## src/rtl/uart_flow_pkg.sv

```systemverilog
package uart_flow_pkg;

  typedef enum logic [2:0] {TX_IDLE, TX_START, TX_DATA, TX_PAR, TX_STOP} txState_t;
  typedef enum logic [2:0] {RX_IDLE, RX_START, RX_DATA, RX_PAR, RX_STOP, RX_WAITHI} rxState_t;

  // Strobes from the serial control into the datapath
  typedef struct packed {
    logic       txPop;     // transmitter took the head byte
    logic       rxPush;    // receiver finished a character
    logic [7:0] rxByte;    // the received byte
    logic       parErr;    // parity mismatch on this character
    logic       frameErr;  // stop bit sampled low
    logic       brk;       // whole frame sampled low
  } ctrlStrobe_t;

endpackage

```

## src/rtl/uart_flow_fifo.sv

```systemverilog
module uart_flow_fifo #(
  parameter int WIDTH = 8,
  parameter int DEPTH = 16,
  localparam int AW = $clog2(DEPTH),
  localparam int CW = AW + 1
) (
  input  logic             clk,
  input  logic             rstN,
  input  logic             push,
  input  logic [WIDTH-1:0] pushData,
  input  logic             pop,
  output logic [WIDTH-1:0] headData,
  output logic [CW-1:0]    count
);
  logic [WIDTH-1:0] mem [DEPTH];
  logic [AW-1:0] wrPtr, rdPtr;
  logic doPush, doPop;

  // pushes into a full FIFO and pops from an empty one are dropped
  assign doPush = push && (count != CW'(DEPTH));
  assign doPop  = pop && (count != '0);
  assign headData = mem[rdPtr];

  always_ff @(posedge clk) begin
    if (doPush) mem[wrPtr] <= pushData;
  end

  always_ff @(posedge clk or negedge rstN) begin
    if (!rstN) begin
      wrPtr <= '0;
      rdPtr <= '0;
      count <= '0;
    end else begin
      if (doPush) wrPtr <= wrPtr + AW'(1);
      if (doPop)  rdPtr <= rdPtr + AW'(1);
      case ({doPush, doPop})
        2'b10:   count <= count + CW'(1);
        2'b01:   count <= count - CW'(1);
        default: count <= count;
      endcase
    end
  end

  assert_fifo_bound_R3: assert property (@(posedge clk) disable iff (!rstN)
    count <= CW'(DEPTH));

endmodule

```

## src/rtl/uart_flow_ctrl.sv

```systemverilog
module uart_flow_ctrl
  import uart_flow_pkg::*;
#(
  parameter int TO_W = 8
) (
  input  logic            clk,
  input  logic            rstN,
  input  logic            baudTick,
  input  logic            rxd,
  input  logic            ctsN,
  input  logic            autoFlowEn,
  input  logic            parityEn,
  input  logic            parityOdd,
  input  logic [TO_W-1:0] timeoutBits,
  input  logic [7:0]      txHead,
  input  logic            txEmpty,
  input  logic            rxEmpty,
  input  logic            rtsN,
  input  logic            rdEn,
  output logic            txd,
  output ctrlStrobe_t     st,
  output logic            timeoutFlag
);
  logic ctsMeta, ctsSync, rxMeta, rxIn;
  txState_t txState;
  rxState_t rxState;
  logic [3:0] txTick, rxTick, toTick;
  logic [2:0] txBit, rxBit;
  logic [7:0] txShift, rxShift;
  logic txParity, rxParErr, rxAnyHigh;
  logic [TO_W-1:0] toCount;
  logic canStart, rxStartOk, rxDone;

  // Two-flop synchronizers on both asynchronous inputs
  always_ff @(posedge clk or negedge rstN) begin
    if (!rstN) begin
      ctsMeta <= 1'b1; ctsSync <= 1'b1; rxMeta <= 1'b1; rxIn <= 1'b1;
    end else begin
      ctsMeta <= ctsN; ctsSync <= ctsMeta; rxMeta <= rxd; rxIn <= rxMeta;
    end
  end

  // a character starts only while the synchronized CTS is low
  assign canStart  = (txState == TX_IDLE) && !txEmpty && (!autoFlowEn || !ctsSync);
  // no start bit is accepted while RTS is high under auto-flow
  assign rxStartOk = !(autoFlowEn && rtsN);
  assign rxDone    = baudTick && (rxState == RX_STOP) && (rxTick == 4'd15);

  always_ff @(posedge clk or negedge rstN) begin
    if (!rstN) begin
      txState <= TX_IDLE; txTick <= '0; txBit <= '0; txShift <= '0; txParity <= 1'b0;
    end else if (canStart) begin
      txState  <= TX_START;
      txTick   <= '0;
      txShift  <= txHead;
      txParity <= (^txHead) ^ parityOdd;
    end else if (txState != TX_IDLE && baudTick) begin
      txTick <= txTick + 4'd1;
      if (txTick == 4'd15) begin
        case (txState)
          TX_START: begin txState <= TX_DATA; txBit <= '0; end
          TX_DATA: begin
            txShift <= txShift >> 1;
            txBit   <= txBit + 3'd1;
            if (txBit == 3'd7) txState <= parityEn ? TX_PAR : TX_STOP;
          end
          TX_PAR:  txState <= TX_STOP;
          default: txState <= TX_IDLE;
        endcase
      end
    end
  end

  always_comb begin
    case (txState)
      TX_START: txd = 1'b0;
      TX_DATA:  txd = txShift[0];
      TX_PAR:   txd = txParity;
      default:  txd = 1'b1;
    endcase
  end

  always_ff @(posedge clk or negedge rstN) begin
    if (!rstN) begin
      rxState <= RX_IDLE; rxTick <= '0; rxBit <= '0; rxShift <= '0;
      rxParErr <= 1'b0; rxAnyHigh <= 1'b0;
    end else if (baudTick) begin
      case (rxState)
        RX_IDLE: if (!rxIn && rxStartOk) begin rxState <= RX_START; rxTick <= '0; end
        RX_START: begin
          rxTick <= rxTick + 4'd1;
          if (rxTick == 4'd7) begin   // mid-bit recheck of the start bit
            rxTick <= '0;
            if (!rxIn) begin
              rxState <= RX_DATA; rxBit <= '0; rxAnyHigh <= 1'b0; rxParErr <= 1'b0;
            end else rxState <= RX_IDLE;
          end
        end
        RX_DATA: begin
          rxTick <= rxTick + 4'd1;
          if (rxTick == 4'd15) begin
            rxShift   <= {rxIn, rxShift[7:1]};
            rxAnyHigh <= rxAnyHigh | rxIn;
            rxBit     <= rxBit + 3'd1;
            if (rxBit == 3'd7) rxState <= parityEn ? RX_PAR : RX_STOP;
          end
        end
        RX_PAR: begin
          rxTick <= rxTick + 4'd1;
          if (rxTick == 4'd15) begin
            rxParErr  <= rxIn != ((^rxShift) ^ parityOdd);
            rxAnyHigh <= rxAnyHigh | rxIn;
            rxState   <= RX_STOP;
          end
        end
        RX_STOP: begin
          rxTick <= rxTick + 4'd1;
          if (rxTick == 4'd15) rxState <= rxIn ? RX_IDLE : RX_WAITHI;
        end
        default: if (rxIn) rxState <= RX_IDLE;
      endcase
    end
  end

  always_comb begin
    st          = '0;
    st.txPop    = canStart;
    st.rxPush   = rxDone;
    st.rxByte   = rxShift;
    st.parErr   = rxParErr;
    st.frameErr = !rxIn;
    st.brk      = !rxIn && !rxAnyHigh;
  end

  // receive time-out counted in whole bit times while idle with data
  always_ff @(posedge clk or negedge rstN) begin
    if (!rstN) begin
      toTick <= '0; toCount <= '0; timeoutFlag <= 1'b0;
    end else if (rxState != RX_IDLE || rxEmpty || rdEn) begin
      toTick <= '0; toCount <= '0; timeoutFlag <= 1'b0;
    end else if (baudTick && !timeoutFlag && timeoutBits != '0) begin
      toTick <= toTick + 4'd1;
      if (toTick == 4'd15) begin
        toCount <= toCount + TO_W'(1);
        if (toCount + TO_W'(1) == timeoutBits) timeoutFlag <= 1'b1;
      end
    end
  end

  assert_tx_hold_R5: assert property (@(posedge clk) disable iff (!rstN)
    (txState == TX_IDLE && autoFlowEn && ctsSync) |=> (txState == TX_IDLE));

  assert_rx_gate_R4: assert property (@(posedge clk) disable iff (!rstN)
    (rxState == RX_IDLE && autoFlowEn && rtsN) |=> (rxState == RX_IDLE));

  assert_timeout_data_R11: assert property (@(posedge clk) disable iff (!rstN)
    timeoutFlag |-> !rxEmpty);

endmodule

```

## src/rtl/uart_flow_data.sv

```systemverilog
module uart_flow_data
  import uart_flow_pkg::*;
#(
  parameter int DEPTH = 16,
  localparam int CNT_W = $clog2(DEPTH) + 1
) (
  input  logic             clk,
  input  logic             rstN,
  input  ctrlStrobe_t      st,
  input  logic             wrEn,
  input  logic [7:0]       wrData,
  input  logic             rdEn,
  input  logic             errClr,
  input  logic             autoFlowEn,
  input  logic [3:0]       rtsLevel,
  input  logic [3:0]       rxTrigLevel,
  input  logic [3:0]       intEn,
  input  logic             timeoutFlag,
  output logic [7:0]       txHead,
  output logic             txEmpty,
  output logic             txFull,
  output logic [7:0]       rdData,
  output logic             rxEmpty,
  output logic [CNT_W-1:0] rxCount,
  output logic             rtsN,
  output logic [3:0]       errFlags,
  output logic [3:0]       intPending,
  output logic             irq
);
  logic [CNT_W-1:0] txCount;
  logic rxFull;
  logic [3:0] errNext;

  uart_flow_fifo #(.WIDTH(8), .DEPTH(DEPTH)) txFifo (
    .clk(clk), .rstN(rstN), .push(wrEn), .pushData(wrData),
    .pop(st.txPop), .headData(txHead), .count(txCount));

  uart_flow_fifo #(.WIDTH(8), .DEPTH(DEPTH)) rxFifo (
    .clk(clk), .rstN(rstN), .push(st.rxPush), .pushData(st.rxByte),
    .pop(rdEn), .headData(rdData), .count(rxCount));

  assign txEmpty = (txCount == '0);
  assign txFull  = (txCount == CNT_W'(DEPTH));
  assign rxEmpty = (rxCount == '0);
  assign rxFull  = (rxCount == CNT_W'(DEPTH));

  // request line rises once the fill count reaches the trigger level
  assign rtsN = autoFlowEn && (int'(rxCount) >= int'(rtsLevel));

  // sticky flags {break, framing, parity, overrun}
  always_comb begin
    errNext = errClr ? 4'b0000 : errFlags;
    if (st.rxPush) errNext = errNext | {st.brk, st.frameErr, st.parErr, rxFull};
  end

  always_ff @(posedge clk or negedge rstN) begin
    if (!rstN) errFlags <= '0;
    else       errFlags <= errNext;
  end

  // interrupt summary
  assign intPending = {timeoutFlag, |errFlags,
                       !rxEmpty && (int'(rxCount) >= int'(rxTrigLevel)), txEmpty};
  assign irq = |(intPending & intEn);

  assert_pop_nonempty_R3: assert property (@(posedge clk) disable iff (!rstN)
    st.txPop |-> !txEmpty);

  assert_overrun_keeps_R9: assert property (@(posedge clk) disable iff (!rstN)
    (st.rxPush && rxFull && !rdEn) |=> (rxCount == $past(rxCount)));

  assert_err_sticky_R10: assert property (@(posedge clk) disable iff (!rstN)
    !errClr |=> ((errFlags & $past(errFlags)) == $past(errFlags)));

endmodule

```

## src/rtl/uart_flow_core.sv

```systemverilog
module uart_flow_core
  import uart_flow_pkg::*;
#(
  parameter int FIFO_DEPTH = 16,
  parameter int TO_W = 8,
  localparam int CNT_W = $clog2(FIFO_DEPTH) + 1
) (
  input  logic             clk,
  input  logic             rstN,
  input  logic             baudTick,
  input  logic             wrEn,
  input  logic [7:0]       wrData,
  output logic             txFull,
  input  logic             rdEn,
  output logic [7:0]       rdData,
  output logic             rxEmpty,
  output logic [CNT_W-1:0] rxCount,
  input  logic             autoFlowEn,
  input  logic             parityEn,
  input  logic             parityOdd,
  input  logic [3:0]       rtsLevel,
  input  logic [3:0]       rxTrigLevel,
  input  logic [TO_W-1:0]  timeoutBits,
  input  logic [3:0]       intEn,
  input  logic             errClr,
  output logic [3:0]       errFlags,
  output logic [3:0]       intPending,
  output logic             irq,
  input  logic             rxd,
  output logic             txd,
  input  logic             ctsN,
  output logic             rtsN
);
  ctrlStrobe_t st;
  logic [7:0] txHead;
  logic txEmpty, timeoutFlag;

  uart_flow_ctrl #(.TO_W(TO_W)) ctrl (
    .clk(clk), .rstN(rstN), .baudTick(baudTick), .rxd(rxd), .ctsN(ctsN),
    .autoFlowEn(autoFlowEn), .parityEn(parityEn), .parityOdd(parityOdd),
    .timeoutBits(timeoutBits), .txHead(txHead), .txEmpty(txEmpty),
    .rxEmpty(rxEmpty), .rtsN(rtsN), .rdEn(rdEn), .txd(txd), .st(st),
    .timeoutFlag(timeoutFlag));

  uart_flow_data #(.DEPTH(FIFO_DEPTH)) data (
    .clk(clk), .rstN(rstN), .st(st), .wrEn(wrEn), .wrData(wrData), .rdEn(rdEn),
    .errClr(errClr), .autoFlowEn(autoFlowEn), .rtsLevel(rtsLevel),
    .rxTrigLevel(rxTrigLevel), .intEn(intEn), .timeoutFlag(timeoutFlag),
    .txHead(txHead), .txEmpty(txEmpty), .txFull(txFull), .rdData(rdData),
    .rxEmpty(rxEmpty), .rxCount(rxCount), .rtsN(rtsN), .errFlags(errFlags),
    .intPending(intPending), .irq(irq));

endmodule

```

## config.mk

```make
export PLATFORM = sky130hd
export DESIGN_NAME = uart_flow_core
export DESIGN_NICKNAME = d
export VERILOG_FILES = /design/src/rtl/uart_flow_pkg.sv /design/src/rtl/uart_flow_fifo.sv /design/src/rtl/uart_flow_ctrl.sv /design/src/rtl/uart_flow_data.sv /design/src/rtl/uart_flow_core.sv
export SDC_FILE = /design/constraint.sdc
export NUM_CORES = 1
export LEC_CHECK = 0
export ABC_AREA = 1
export BUFFER_PORTS_ARGS = -buffer_cell sky130_fd_sc_hd__buf_2
export CAP_MARGIN = 5
export CORE_MARGIN = 3
export CORE_UTILIZATION = 65
export DETAILED_ROUTE_END_ITERATION = 16
export HOLD_SLACK_MARGIN = 0.1
export PLACE_DENSITY = 0.82
export SYNTH_ARGS = -nofsm -noshare
export SYNTH_HDL_FRONTEND = slang
export SYNTH_HIERARCHICAL = 1
export SYNTH_SLANG_ARGS = --single-unit
export TNS_END_PERCENT = 20
```

## constraint.sdc

```tcl
create_clock -name clk -period 5.4 [get_ports clk]
set_input_delay 0.81 -clock clk [delete_from_list [all_inputs] [get_ports clk]]
set_output_delay 0.81 -clock clk [all_outputs]
set_load 0.03 [all_outputs]
```

== Yosys cells after proc, flatten, opt, wreduce, memory -nomap -nowiden ==
Memory sizes are Yosys's and may differ from the RTL's.
Cells that the tools add are included.
Word-level totals
  register bits after elaboration: 86
  bits in latches: 0
  RAM bits: 256
  memory bits (read-only): 0
  input bits: 39
  output and inout bits: 26
  memories kept: 2
Operators by class
  $add $sub $neg: 14
  $mul: 0
  div/mod/pow operators: 0
  order comparisons: 2
  eq/ne operators: 32
  shift-type cells: 0
  muxes and demuxes: 54
  bitwise operators: 6
  reduce and logical (&&, ||, !) cells: 67
Memories
  data.rxFifo.mem: words 16, bits a word 8, rd ports 1, clocked after memory_dff 0, write ports 1, RTL line uart_flow_fifo.sv:15  | logic [WIDTH-1:0] mem [DEPTH];
  data.txFifo.mem: words 16, bits a word 8, rd ports 1, clocked after memory_dff 0, write ports 1, RTL line uart_flow_fifo.sv:15
Operators by type and width (count)
  8-bit 2-to-1 mux: 7
  3-bit 2-to-1 mux: 16
  4-bit 2-to-1 mux: 8
  4-bit by 1-bit adder with 4-bit output, second input constant: 7
  2-bit nonzero test: 12
  5-bit one-hot mux with 2 select lines: 2
  1-bit logical AND: 16
  8-bit parity: 2
  3-bit one-hot mux with 5 select lines: 1
  3-bit AND reduction: 5
  5-bit AND reduction: 3
  3-bit by 2-bit == test with 1-bit output, second input constant: 4
  4-bit == test, second input constant: 3
  1-bit 2-to-1 mux: 12
  2-bit by 1-bit != test with 1-bit output, second input constant: 6
  3-bit one-hot mux with 2 select lines: 2
  4-bit one-hot mux with 3 select lines: 1
  5-bit by 1-bit adder with 5-bit output, second input constant: 2
  5-bit == test, second input constant: 2
  5-bit by 4-bit greater-or-equal comparator with 1-bit output: 2
  5-bit zero test: 2
  5-bit != test, second input constant: 2
  5-bit nonzero test: 2
  5-bit by 1-bit subtractor with 5-bit output, second input constant: 2
  32 further kinds: 54

== Logic depth before layout (Yosys ltp) ==
Gate-level depths: netlist of the first run.
  depth in word-level cells: 7
  mapped depth: 21

== Cells and area by module ==
The synthesis of the first run kept the hierarchy.
Modules (own cells, without submodules)
  uart_flow_fifo at data.rxFifo: times used 1, cells an instance 619, area each 6226.0 um^2, seq. area each 4169.0 um^2
  uart_flow_fifo at data.txFifo: times used 1, cells an instance 619, area each 6222.2 um^2, seq. area each 4169.0 um^2
  uart_flow_ctrl: times used 1, cells an instance 409, area each 3198.1 um^2, seq. area each 1406.3 um^2
  uart_flow_data: times used 1, cells an instance 89, area each 531.8 um^2, seq. area each 100.1 um^2

== Worst setup path after synthesis of the first run ==
No wires, ideal clock.
  path type: input -> register
  start point: in autoFlowEn
  end point: reg data.txFifo.count[4]
  setup time: 116 ps
  data arrival time: 2704 ps
  required time: 5284 ps
  slack: 2579 ps
  cell stages on the path: 18
  buffers on the path: 2
  cells stage by stage: a21oi_1 -> nand2_1 -> inv_2 -> buf_2 -> buf_4 -> nand2_1 -> inv_1 -> ha_1 -> inv_1 -> fa_1 -> inv_1 -> nand2_1 -> nand2_1 -> nand2_1 -> nand2_1 -> nand2_1 -> nand2_1 -> nand2_1
Between the ends
  longest elaborated chain between the ends: 6
RTL lines
  start: declaration: RTL line uart_flow_core.sv:18  | input logic autoFlowEn,
  1-bit zero test (*): RTL line uart_flow_ctrl.sv:44  | assign canStart = (txState == TX_IDLE) && !txEmpty && (!autoFlowEn || !ctsSync);
  1-bit logical OR (*): RTL line uart_flow_ctrl.sv:44
  1-bit logical AND (*): RTL line uart_flow_ctrl.sv:44
  via ctrl.canStart: RTL line uart_flow_ctrl.sv:32  | logic canStart, rxStartOk, rxDone;
  1-bit logical AND (*): RTL line uart_flow_fifo.sv:21  | assign doPop = pop && (count != '0);
  via data.txFifo.doPop: RTL line uart_flow_fifo.sv:17  | logic doPush, doPop;
  2-bit by 1-bit == test with 1-bit output or 2-bit == test (tied branches): RTL line uart_flow_fifo.sv:36  | case ({doPush, doPop})
  5-bit one-hot mux with 2 select lines or 2-bit nonzero test (tied branches)
  end signal: assignment: RTL line uart_flow_fifo.sv:37  | 2'b10: count <= count + CW'(1);
  end signal: assignment: RTL line uart_flow_fifo.sv:38  | 2'b01: count <= count - CW'(1);
  end signal: assignment: RTL line uart_flow_fifo.sv:39  | default: count <= count;
  end: declaration: RTL line uart_flow_fifo.sv:13  | output logic [CW-1:0] count
The timed path passes the listed nets; every way through them passes the cells marked *.
A chain may end at the register's enable or synchronous reset.

== Worst setup path after layout of the first run ==
  start point: reg data.rxFifo.rdPtr[0]
  end point: out rdData[3]
Between the ends
  longest elaborated chain between the ends: 1
RTL lines
  start: declaration: RTL line uart_flow_fifo.sv:16  | logic [AW-1:0] wrPtr, rdPtr;
  start signal: assignment: RTL line uart_flow_fifo.sv:35  | if (doPop) rdPtr <= rdPtr + AW'(1);
  memory 16 x 8 bit
  end: declaration: RTL line uart_flow_core.sv:15  | output logic [7:0] rdData,
No other way between the ends.

==> flow_metrics.env, run 1 <==
export IMPL_cellPowerDensity_mw_per_mm2=501.4
export IMPL_synth_largest_area_cell="edfxtp_1"
export IMPL_grt_usage=0.2681
export IMPL_regToRegSetupSlack_ns=2.23
export IMPL_critPathKind="register to output pin"
export IMPL_drv_cap=0
export IMPL_rsz0062_at_grt="no"
export IMPL_dp_hpwl_um=22420
export IMPL_ys_types=43
export IMPL_grt_pass1_wl_um=56550
export IMPL_critPathCaptureType="output pin"
export IMPL_syn_area_mm2=0.01618
export IMPL_critPathMaxStageDelay_ns=0.61
export IMPL_crit_required_ns=4.59
export IMPL_drt_pass1_iter_count=5
export IMPL_rows=57
export IMPL_drc=0
export IMPL_drt_total_wl_um=34880
export IMPL_crit_chain="buf_4, inv_2, nand2_1, nand2_1, nand2_1, nand3_1, nand2_1, nand2_1, buf_2"
export IMPL_synth_net_count=1811
export IMPL_worstReg2RegEnd="data/rxFifo/mem[10][3]$_DFFE_PP_"
export IMPL_synth_main_ff_cell="edfxtp_1"
export IMPL_start_util=0.6633
export IMPL_synth_area_per_cell_um2=9.319
export IMPL_seq_area_frac_synth=0.6085
export IMPL_areaGrowthSynthToFinish_pct=9.636
export IMPL_htreeDepth=2
export IMPL_maxSlewViolCount=0
export IMPL_die_h_um=163.8
export IMPL_hold_class="primary input to async pin"
export IMPL_diodes=0
export IMPL_ios=65
export IMPL_tns_ns=0
export IMPL_slew_headroom=0.4174
export IMPL_finalCritPeriodShare=0.6814
export IMPL_dpl_cell_count=2077
export IMPL_synth_async_reset_ratio=0.2515
export IMPL_postCtsSetupBuffers=0
export IMPL_drt_initial_drc_count=1098
export IMPL_cp_start_kind="register"
export IMPL_fmax_ghz=0.2718
export IMPL_dieWidth_um=163.8
export IMPL_wl_per_cell_um=16.29
export IMPL_cts_repair_resize_count=0
export IMPL_synth_edf_count=256
export IMPL_via_per_inst=5.446
export IMPL_grt_overflow=0
export IMPL_clk_pin_slew_ns=0.06
export IMPL_worst_pin_slew_ns=0.8739
export IMPL_insertion_delay_ns=0.53
export IMPL_r2r_start="ctrl/rxTick[0]$_DFFE_PN0P_"
export IMPL_coreArea_mm2=0.02439
export IMPL_cts_tree="built"
export IMPL_grt_max_degree=83
export IMPL_ant_nets=0
export IMPL_routabilityCongestion=0.9552
export IMPL_p_leak_nw=7.911
export IMPL_cts_hold_buf=0
export IMPL_cts_root_buf="clkbuf_16"
export IMPL_yosys_top_cells_area="edfxtp_1, nand2_1, dfrtp_1"
export IMPL_status="finished clean"
export IMPL_final_layout_size_suffix_gt1_frac=0.08916
export IMPL_final_nets=1866
export IMPL_synth_top_area_share=0.4752
export IMPL_dieArea_mm2=0.02682
export IMPL_post_route_min_period_ns=3.680
export IMPL_instances_no_fill=2141
export IMPL_grt_pass1_vias=11420
export IMPL_crit_fanout=82
export IMPL_r2r_cells=7
export IMPL_antenna_found_initial=0
export IMPL_cts_buffers=36
export IMPL_port_buffers=64
export IMPL_cts_sinks=342
export IMPL_cts_max_path_buffers=3
export IMPL_setup_viol=0
export IMPL_ys_warn_count=6
export IMPL_synth_ff_latch_count=342
export IMPL_synthCells=1736
export IMPL_cp_arrival_ns=2.87
export IMPL_vias=11660
export IMPL_irDropWorstVdd_uv=346.5
export IMPL_power_total_w=0.008893
export IMPL_finClkSkew_ns=0.03410
export IMPL_hold_viol_final=0
export IMPL_worst_path_max_delay_cell="buf_4"
export IMPL_cpMostUsedCell="nand2_1"
power by group:
| part | switching, W | internal [W] |
|---|---|---|
| registers | 0.000323 | 0.00308 |
| clock network | 0.000957 | 0.00131 |
| logic | 0.00221 | 0.00101 |
per-stage QoR:
step / cell area (um2) / utilization / hold slack [ns] / setup WS (ns)
global route: 17740 / 0.7272 / 0.3585 / 1.499
CTS: 17740 / 0.7272 / 0.3297 / 1.745
finish: 17740 / 0.7272 / 0.3108 / 1.720
detailed placement: 16650 / 0.6828 / 0.3481 / 2.042
global placement: 16650 / 0.6828 / 0.3459 / 2.185
floorplan: 16180 / - / 0.3452 / 2.579
cell usage in the layout, fill, tap and decap left out, types with 6 or more instances in the layout:
cell type  instances
a21oi_1           19
nand3_1          145
inv_2             17
nand2_1          604
inv_1            198
dfrtp_1           80
o21ai_1           27
o21ai_0           20
xor2_1            14
buf_2             63
nor2_2             7
clkinv_2           6
edfxtp_1         256
nand4_1           10
xnor2_1           18
ha_1              34
clkbuf_1          12
clkbuf_16         36
nor2_1           187
cells in the mapped netlist (3+ instances only):
cell type and n:
inv_2 17, buf_2 29, clkbuf_1 7, nor3_1 4
nor2_2 7, buf_4 10, nand2_1 604, edfxtp_1 256
nor2_4 4, nor3_4 3, ha_1 34, o21ai_1 27
xor2_1 14, nand3b_1 4, o21ai_0 20, nor2_1 187
a22o_1 3, nand4_1 10, dfstp_2 4, inv_1 198
a31oi_1 3, dfrtp_1 82, xnor2_1 18, a21oi_1 19
nand3_1 145
layer usage:
metal / track usage / wire length [um]
met2: 0.4583 / 17220
met5: 0 / 0
met4: 0.09496 / 1077
met1: 0.3534 / 14230
met3: 0.04010 / 2364
registers in the layout (all words and copies together), names as in the netlist, 5 cells and up:
| name | count |
|---|---|
| ctrl/txShift | 8 |
| ctrl/toCount | 8 |
| data/txFifo/mem | 128 |
| data/rxFifo/count | 5 |
| ctrl/rxShift | 8 |
| data/txFifo/count | 5 |
| data/rxFifo/mem | 128 |
worst max-delay path, delay by kind of cell (launching register included):
family	cells	cell delay, ns
buffers and inverters	3	1.34
AND/OR/NAND/NOR	6	0.63
flip-flops	1	0.35
final cells by class:
type	count	area (um2)
flip-flops and latches	342	9847
fillers	1715	6654
multi-input cells	1129	5250
clock buffers	50	973.4
inverters	215	807.0
well taps	324	405.4
repair buffers	67	345.3
clock inverters	14	108.9
kinds of logic after synthesis:
logic type      count (synthesis)  synth area share
buf+inv                       265           0.06698
mux                             1         0.0006960
xor+xnor                       32           0.01732
fa+ha+maj                      36           0.02877
compound gates                 79           0.02668
simple gates                  981            0.2510
flops                         342            0.6085
worst max-delay path by stage:
stage                                startpoint                                to  slack, ns  cells after the start
2_1_floorplan                        autoFlowEn  data/txFifo/count[4]$_DFFE_PN0P_       2.58                     18
3_3_place_gp                         autoFlowEn  data/txFifo/count[4]$_DFFE_PN0P_       2.18                     17
3_5_place_dp                           baudTick  data/rxFifo/mem[10][3]$_DFFE_PP_       2.04                      7
4_1_cts        data/rxFifo/rdPtr[0]$_DFFE_PN0P_                         rdData[1]       1.75                      9
5_1_grt        data/rxFifo/rdPtr[0]$_DFFE_PN0P_                         rdData[6]       1.50                      9
6_report       data/rxFifo/rdPtr[0]$_DFFE_PN0P_                         rdData[3]       1.72                      9
Note: power is estimated with default switching activity, not from simulation.
==> run 2: changes to the inputs <==
--- a/config.mk
+++ b/config.mk
@@ -9,10 +9,10 @@
 export BUFFER_PORTS_ARGS = -buffer_cell sky130_fd_sc_hd__buf_2
 export CAP_MARGIN = 5
 export CORE_MARGIN = 3
-export CORE_UTILIZATION = 65
+export CORE_UTILIZATION = 62
 export DETAILED_ROUTE_END_ITERATION = 16
 export HOLD_SLACK_MARGIN = 0.1
-export PLACE_DENSITY = 0.82
+export PLACE_DENSITY = 0.79
 export SYNTH_ARGS = -nofsm -noshare
 export SYNTH_HDL_FRONTEND = slang
 export SYNTH_HIERARCHICAL = 1
==> constraint.sdc (replaced) <==
create_clock -name clk -period 3.5 [get_ports clk]
set_input_delay 0.525 -clock clk [delete_from_list [all_inputs] [get_ports clk]]
set_output_delay 0.525 -clock clk [all_outputs]
set_load 0.03 [all_outputs]
==> flow_metrics.env, run 2 (synthesis results as in run 1) <==
export IMPL_hold_viol_final=0
export IMPL_num_fill_cells=1850
export IMPL_reg_top3="data/rxFifo/mem (128), data/txFifo/mem (128)"
export IMPL_hold_class="primary input to async pin"
export IMPL_dieArea_mm2=0.02807
export IMPL_tns_ns=0
export IMPL_die_h_um=167.5
export IMPL_p_switching_w=0.005574
export IMPL_drt_initial_drc_count=1172
export IMPL_status="finished clean"
export IMPL_power_total_w=0.01436
export IMPL_drv_cap=0
export IMPL_routabilityCongestion=0.8987
export IMPL_grt_overflow=0
export IMPL_critPathCaptureType="output pin"
export IMPL_final_layout_size_suffix_gt1_frac=0.09573
export IMPL_crit_required_ns=2.97
export IMPL_areaGrowthSynthToFinish_pct=11.26
export IMPL_cts_sinks=342
export IMPL_regToRegSetupSlack_ns=0.54
export IMPL_cts_buffers=36
export IMPL_p_leak_nw=8.029
export IMPL_post_route_min_period_ns=3.271
export IMPL_dieWidth_um=167.5
export IMPL_grt_usage=0.2594
export IMPL_cellPowerDensity_mw_per_mm2=798.0
export IMPL_via_per_inst=5.504
export IMPL_start_util=0.6369
export IMPL_cp_start_kind="register"
export IMPL_cp_arrival_ns=2.75
export IMPL_ios=65
export IMPL_grt_pass1_vias=11690
export IMPL_setup_viol=0
export IMPL_irDropWorstVdd_uv=802.6
export IMPL_crit_fanout=50
export IMPL_r2r_start="ctrl/rxTick[0]$_DFFE_PN0P_"
export IMPL_fmax_ghz=0.3057
export IMPL_insertion_delay_ns=0.53
export IMPL_diodes=0
export IMPL_rows=58
export IMPL_maxSlewViolCount=0
export IMPL_ant_nets=0
export IMPL_power_internal_w=0.008790
export IMPL_drt_total_wl_um=35940
export IMPL_finalCritPeriodShare=0.9347
export IMPL_final_nets=1875
export IMPL_layout_commonest_cell="nand2_1"
export IMPL_rsz0062_at_grt="no"
export IMPL_cts_root_buf="clkbuf_16"
export IMPL_cts_max_path_buffers=3
export IMPL_drc=0
export IMPL_grt_pass1_wl_um=58770
export IMPL_port_buffers=64
export IMPL_multiInputGateArea_mm2=0.005250
export IMPL_postCtsSetupBuffers=0
export IMPL_p_seq_frac=0.361
export IMPL_final_cell_mix="nand2_1, edfxtp_1, inv_1, nor2_1, nand3_1"
export IMPL_r2r_cells=7
export IMPL_coreArea_mm2=0.02540
export IMPL_htreeDepth=2
export IMPL_dp_hpwl_um=23220
export IMPL_swShare=0.3880
export IMPL_critPathKind="register to output pin"
export IMPL_clkPwrFrac=0.279
export IMPL_drt_pass1_iter_count=8
export IMPL_power_frac_comb=0.360
export IMPL_slew_headroom=0.4172
export IMPL_wl_per_cell_um=16.65
export IMPL_worstReg2RegEnd="data/rxFifo/mem[6][6]$_DFFE_PP_"
export IMPL_finClkSkew_ns=0.02775
export IMPL_regArea_mm2=0.009847
export IMPL_cts_tree="built"
export IMPL_antenna_found_initial=0
export IMPL_vias=11880
export IMPL_clk_pin_slew_ns=0.06
export IMPL_grt_max_degree=82
export IMPL_worst_pin_slew_ns=0.8742
## run 2: cell types whose count changed in the layout (fill, tap and decap cells not counted), moves of 2 or more
cell	delta
buf_4	+8
clkinv_1	+3
clkinvlp_4	+2
bufinv_16	+5
clkbuf_1	-6
clkinv_2	-3
## run 2: critical path, cell delays in order (launching register included)
cell and delay [ns]:
dfrtp_2 0.63, inv_2 0.69, nand2_1 0.15, nand3_1 0.14
nand2_1 0.06, nor2_1 0.17, nand2_1 0.08, nand2_1 0.08
buf_2 0.20
## run 2: layer usage
metal / up-vias / routed length (um) / track usage
met5: - / 0 / 0
met4: 0 / 1052 / 0.08324
met3: 76 / 2583 / 0.03541
met2: 491 / 17700 / 0.4422
met1: 5601 / 14600 / 0.3496
li1: 5709 / - / -
## run 2: metrics by stage
stage,setup WS (ns),instances,utilization,instance area [um2],hold WS (ns)
6_report,0.2286,2158,0.7087,18000,0.09270
5_1_grt,0.04424,2158,0.7087,18000,0.1035
4_1_cts,0.2848,2158,0.7087,18000,0.1015
3_5_place_dp,0.5987,2091,0.6584,16720,0.3482
3_3_place_gp,0.6882,2091,0.6584,16720,0.3463
2_1_floorplan,0.8904,1736,-,16180,0.2294
## run 2: power groups by stage
stage | registers (W) | clock network (W) | logic [W]
after detailed placement | 0.00525 | 0 | 0.00505
after CTS | 0.00517 | 0.00406 | 0.00513
after global routing | 0.00523 | 0.00424 | 0.00579
after global placement | 0.00523 | 0 | 0.00488
after floorplan | 0.00512 | 0 | 0.00389
final | 0.00518 | 0.00401 | 0.00517
## run 2: layout make-up
type | count | area share
inverter | 215 | 0.04484
clock inverter | 21 | 0.01620
clock buffer | 45 | 0.05422
tap | 330 | 0.02294
sequential | 342 | 0.5471
timing repair buffer | 76 | 0.02308
multi-input combinational | 1129 | 0.2917
## run 2: how the worst max path moves through the flow
| stage | start | endpoint | slack, ns | cells past startpoint |
|---|---|---|---|---|
| floorplan | data/txFifo/count[1]$_DFFE_PN0P_ | data/txFifo/count[4]$_DFFE_PN0P_ | 0.89 | 17 |
| global placement | baudTick | data/rxFifo/mem[2][3]$_DFFE_PP_ | 0.69 | 7 |
| detailed placement | ctrl/rxTick[0]$_DFFE_PN0P_ | data/rxFifo/mem[6][6]$_DFFE_PP_ | 0.60 | 7 |
| CTS | data/rxFifo/rdPtr[0]$_DFFE_PN0P_ | rdData[1] | 0.28 | 8 |
| global route | data/rxFifo/rdPtr[0]$_DFFE_PN0P_ | rdData[0] | 0.04 | 8 |
| finish | data/rxFifo/rdPtr[0]$_DFFE_PN0P_ | rdData[3] | 0.23 | 8 |
## run 2: timing repair
| item | CTS | global route |
|---|---|---|
| hold endpoints to repair | 1 | 0 |
| hold buffers | 1 | 0 |
| gates resized for setup | 0 | 0 |
